==> src/rtl/sat_fir2_pkg.sv <==
package sat_fir2_pkg;

  typedef enum logic [2:0] {
    ST_IDLE,
    ST_ACC,
    ST_TAP,
    ST_SAT,
    ST_HOLD
  } fir_state_e;

endpackage

==> src/rtl/sat_fir2_clamp.sv <==
module sat_fir2_clamp #(
  parameter int DW = 8
) (
  input  logic [DW-1:0] raw_i,
  output logic [DW-1:0] clamped_o
);
  localparam logic [DW-1:0] CLAMP_HI = {2'b00, {(DW-2){1'b1}}};

  always_comb begin
    if (raw_i[DW-1])      clamped_o = '0;
    else if (raw_i[DW-2]) clamped_o = CLAMP_HI;
    else                  clamped_o = raw_i;
  end
endmodule

==> src/rtl/sat_fir2_ctrl.sv <==
module sat_fir2_ctrl
  import sat_fir2_pkg::*;
(
  input  logic clk,
  input  logic rst,
  input  logic start_i,
  output logic cap_en_o,
  output logic acc_en_o,
  output logic tap_en_o,
  output logic out_en_o,
  output logic done_o
);
  fir_state_e state_q, state_d;
  logic       done_q;

  always_comb begin
    state_d = state_q;
    unique case (state_q)
      ST_IDLE: if (start_i) state_d = ST_ACC;
      ST_ACC:  state_d = ST_TAP;
      ST_TAP:  state_d = ST_SAT;
      ST_SAT:  state_d = ST_HOLD;
      ST_HOLD: if (!start_i) state_d = ST_IDLE;
      default: state_d = ST_IDLE;
    endcase
  end

  always_ff @(posedge clk) begin
    if (rst) begin
      state_q <= ST_IDLE;
      done_q  <= 1'b0;
    end else begin
      state_q <= state_d;
      if (state_q == ST_SAT)                      done_q <= 1'b1;
      else if (state_q == ST_HOLD && !start_i)    done_q <= 1'b0;
    end
  end

  assign cap_en_o = (state_q == ST_IDLE) && start_i;
  assign acc_en_o = (state_q == ST_ACC);
  assign tap_en_o = (state_q == ST_TAP);
  assign out_en_o = (state_q == ST_SAT);
  assign done_o   = done_q;

  // idle with no request stays idle and silent
  a_r2_idle_wait: assert property (@(posedge clk) disable iff (rst)
    (state_q == ST_IDLE && !start_i) |=> (state_q == ST_IDLE && !done_q));

  // leaving the clamp step raises the acknowledge
  a_r7_done_rises: assert property (@(posedge clk) disable iff (rst)
    out_en_o |=> done_q);

  // acknowledge held while request held
  a_r8_done_holds: assert property (@(posedge clk) disable iff (rst)
    (done_q && start_i) |=> (done_q && state_q == ST_HOLD));

  // acknowledge released once request drops
  a_r8_done_clears: assert property (@(posedge clk) disable iff (rst)
    (done_q && !start_i) |=> !done_q);
endmodule

==> src/rtl/sat_fir2_dp.sv <==
module sat_fir2_dp #(
  parameter int DW = 8
) (
  input  logic          clk,
  input  logic          rst,
  input  logic [DW-1:0] sample_i,
  input  logic          cap_en_i,
  input  logic          acc_en_i,
  input  logic          tap_en_i,
  input  logic          out_en_i,
  output logic [DW-1:0] res_o
);
  logic [DW-1:0] sample_q, acc_q, tap_q, res_q;
  logic [DW-1:0] times4, times3, clamped;

  assign times4 = {sample_q[DW-3:0], 2'b00};
  assign times3 = {sample_q[DW-2:0], 1'b0} + sample_q;

  sat_fir2_clamp #(.DW(DW)) u_clamp (
    .raw_i     (acc_q),
    .clamped_o (clamped)
  );

  always_ff @(posedge clk) begin
    if (rst) begin
      sample_q <= '0;
      acc_q    <= '0;
      tap_q    <= '0;
      res_q    <= '0;
    end else begin
      if (cap_en_i) sample_q <= sample_i;
      if (acc_en_i) acc_q    <= times4 + tap_q;
      if (tap_en_i) tap_q    <= times3;
      if (out_en_i) res_q    <= clamped;
    end
  end

  assign res_o = res_q;

  // a clamped output never has either of the two top bits set
  a_r5_below_clamp: assert property (@(posedge clk) disable iff (rst)
    res_q[DW-1:DW-2] == 2'b00);
endmodule

==> src/rtl/sat_fir2.sv <==
module sat_fir2 #(
  parameter int DW = 8
) (
  input  logic          clk,
  input  logic          rst,
  input  logic          start_i,
  input  logic [DW-1:0] sample_i,
  output logic [DW-1:0] res_o,
  output logic          done_o
);
  logic cap_en, acc_en, tap_en, out_en;

  sat_fir2_ctrl u_ctrl (
    .clk      (clk),
    .rst      (rst),
    .start_i  (start_i),
    .cap_en_o (cap_en),
    .acc_en_o (acc_en),
    .tap_en_o (tap_en),
    .out_en_o (out_en),
    .done_o   (done_o)
  );

  sat_fir2_dp #(.DW(DW)) u_dp (
    .clk      (clk),
    .rst      (rst),
    .sample_i (sample_i),
    .cap_en_i (cap_en),
    .acc_en_i (acc_en),
    .tap_en_i (tap_en),
    .out_en_i (out_en),
    .res_o    (res_o)
  );

  // result is frozen while acknowledged
  a_r8_res_stable: assert property (@(posedge clk) disable iff (rst)
    done_o |=> $stable(res_o));
endmodule

==> config.mk <==
export PLATFORM = sky130hd
export DESIGN_NAME = sat_fir2
export DESIGN_NICKNAME = d
export VERILOG_FILES = /design/src/rtl/sat_fir2_pkg.sv /design/src/rtl/sat_fir2_clamp.sv /design/src/rtl/sat_fir2_ctrl.sv /design/src/rtl/sat_fir2_dp.sv /design/src/rtl/sat_fir2.sv
export SDC_FILE = /design/constraint.sdc
export NUM_CORES = 1
export LEC_CHECK = 0
export ABC_AREA = 1
export ABC_CLOCK_PERIOD_IN_PS = 2100
export BUFFER_PORTS_ARGS = -buffer_cell sky130_fd_sc_hd__buf_2
export CORE_ASPECT_RATIO = 2
export CORE_MARGIN = 4
export CORE_UTILIZATION = 45
export DETAILED_ROUTE_END_ITERATION = 16
export PLACE_DENSITY = 0.66
export SYNTH_ARGS = -nofsm -noshare
export SYNTH_HDL_FRONTEND = slang
export SYNTH_SLANG_ARGS = --single-unit
==> constraint.sdc <==
create_clock -name clk -period 2.1 [get_ports clk]
set_input_delay 0.21 -clock clk [delete_from_list [all_inputs] [get_ports clk]]
set_output_delay 0.21 -clock clk [all_outputs]
set_load 0.1 [all_outputs]
==> results.ini <==
[power_and_ir_drop]
vdd_ir_drop_max_mv=0.577
p_int_uw=1090
combPwrFrac_pct=25.3
power.density_mw_per_mm2=837
seq_power_share_pct=46.2
sw_frac_of_total_pct=33.1
leakage_uw=0.000918
switchingPower_uw=541
power.total_uw=1640
clkPwrFrac_pct=28.5

[critical_path]
r2r_slack_ns=0.39
path_max_fanout=5
startpoint=u_dp.sample_q[1]
cpPeakStageDelay_ns=0.42
crit_slowest_cell=dfxtp_1
worstReg2RegEnd=u_dp.tap_q[5]
critical-path-top-delay-family=adder cells
start_kind=register
r2r-start=u_dp.sample_q[1]
arrival_ns=1.90
worstPathRequired_ns=2.28
reg2regPathDepth=11
cp_cell_sequence=ha_1, inv_1, fa_1, inv_1, nand2_1, nand2_1, nand2_1, xor2_1, nand2_1, nand2_1, inv_1
path_buf_inv=3
crit_top_cell=nand2_1
path_class=reg -> reg
crit_path_end_kind=register

[place]
post-place-ws_ns=0.411
gp_congestion=0.875
io_buffers=17
dpl.hpwl_microns=2680

[sta]
setup_viol=0
period_needed_ns=1.71
setup_tns_ns=0
period_share_pct=81.5
worst_pin_slew_ns=0.536
final_max_slew_viol_count=0
max_freq_ghz=0.584
relSlewSlack_pct=64.3
rsz0062_at_grt=false
finalHoldViolations=0
worst_slack_ns=0.388
clock_skew_ns=0.00475

[layout]
regArea_sq_um=681
area_growth_pct=9.23
drive_above_1_share_pct=16.5
nets=273
n_antenna_cell=0
fillers=409
multi_input_area_sq_um=930
final_cell_mix=41 x nand2_1, 34 x dfxtp_1, 25 x inv_1, 23 x nor2_1, 22 x a21oi_1
final_common_cell=nand2_1

[detailed_routing]
wl_microns=3420
wl_per_cell_microns=11.4
vias=1474
wl_met3_microns=101
dr.pass1.iters=4
drt_iter0_drc=19
top_layer=met4
viasPerCell=4.93
drc=0
route.met2.wl_microns=1970
postRouteAntennaNets=0
wl_met1_microns=1230

[floorplanning]
core_sq_mm=0.00384
fp.dieH_microns=97.2
start_util_pct=46.5
die_area_sq_mm=0.00511
num_rows=32
fp.dieW_microns=52.6
io_pins=20

[yosys]
synth_warnings=0
ys.flop_type=dfxtp_1
synth-edff-count=0
synth_sequential_area_ratio_pct=38.0
yosysTopAreaCell=dfxtp_1
synth_top_area_share_pct=38.0
avgSynthCellArea_sq_um=7.68
synth_cell_types=31
syn-cell-area_sq_mm=0.00179
synthArstFlopShare_pct=0
syn_inst=233
synthTopCellsByArea=dfxtp_1 38%, nand2_1 8.6%, ha_1 7.7%, a21oi_1 6.2%, inv_1 5.2%
ys_seq_elements=34

[clock_network]
cts_resized=0
cts_buffers=5
ctsHoldBuffers=0
clock-sinks=34
worst_setup_hold_path_clk_slew_ns=0.07
postCtsSetupRepairBufs=0
root_buffer=clkbuf_8
cts_max_level=2
cts_max_path_buffers=2
tritoncts=built
clock_latency_ns=0.28

[worst_hold_path]
min_path_cells=3
holdCritStartpoint=sample_i[0]
holdPathEnd=u_dp.sample_q[0]
hold_class=in -> reg

[global_routing]
grt_pass1_vias=1426
grt_usage_pct=15.6
grt_max_degree=19
grt.overflow.total=0
antenna_found_initial=0
grt_pass1_wl_microns=5990

[outcome]
status=finished clean

[flow_run]
cap_violations=0

-- final cells by class --
type,instances,area share (%)
multi-input combinational,161,47.6
sequential,34,34.8
tap,51,3.27
clock buffer,6,4.23
inverter,30,5.76
timing repair buffer,17,4.35
-- registers in the layout, indices dropped and copies added, names as in the netlist --
| name | count |
|---|---|
| u_dp.tap_q | 8 |
| u_ctrl.state_q | 3 |
| u_dp.res_o | 6 |
| u_dp.acc_q | 8 |
| u_dp.sample_q | 8 |
| u_ctrl.done_o | 1 |
-- Yosys cell counts (all sizes together) (2+ instances only) --
| cell type | count |
|---|---|
| inv | 30 |
| a211oi | 6 |
| o21a | 4 |
| a21oi | 23 |
| o21ai | 19 |
| nand3b | 2 |
| xor2 | 2 |
| fa | 2 |
| dfxtp | 34 |
| nand2 | 43 |
| buf | 9 |
| ha | 11 |
| nor2 | 25 |
| nand3 | 16 |
-- metal layers --
metal  track usage [%]  up-vias
li1                  -      788
met1              14.3      653
met2              29.5       22
met3              3.69       11
met4              7.68        0
met5                 0        -
-- power groups by stage --
stage	logic, uW	registers [uW]	clock network [uW]
CTS	421	757	482
finish	415	755	466
global route	477	763	505
detailed placement	418	771	0
floorplan	310	807	0
global placement	415	769	0
-- how the worst max path moves through the flow --
stage | to | slack, ns | cells past startpoint
3_3_place_gp | u_dp.tap_q[5] | 0.43 | 11
6_report | u_dp.tap_q[5] | 0.39 | 11
4_1_cts | u_dp.tap_q[7] | 0.39 | 11
2_1_floorplan | u_dp.tap_q[5] | 0.54 | 11
5_1_grt | u_dp.tap_q[5] | 0.20 | 11
3_5_place_dp | u_dp.tap_q[7] | 0.41 | 11
-- through the flow --
stage / hold slack (ns) / utilization [%] / area [sq um] / std cells
final: 0.164 / 50.8 / 1950 / 299
after global routing: 0.204 / 50.8 / 1950 / 299
after CTS: 0.160 / 50.8 / 1950 / 299
after detailed placement: 0.454 / 48.7 / 1870 / 293
after global placement: 0.448 / 48.7 / 1870 / 293
after floorplan: 0.356 / - / 1790 / 234
-- worst reg2reg max path, stage by stage (launching register included) --
cell and delay (ns):
dfxtp_1 0.42, ha_1 0.20, inv_1 0.06, fa_1 0.37, inv_1 0.06, nand2_1 0.06, nand2_1 0.08, nand2_1 0.07
xor2_1 0.14, nand2_1 0.07, nand2_1 0.06, inv_1 0.03
-- cells by family after synthesis --
family                     after synthesis  share of synthesized area (%)
and+or+nand+nor                         89                           21.7
AOI/OAI and AO/OA                       54                           18.4
buffers and inverters                   39                           10.2
DFF                                     34                           38.0
adders and majority gates               13                           9.93
xor gates and xnor gates                 3                           1.47
other                                    1                          0.210
No activity file was read; power rests on OpenSTA's default activity.
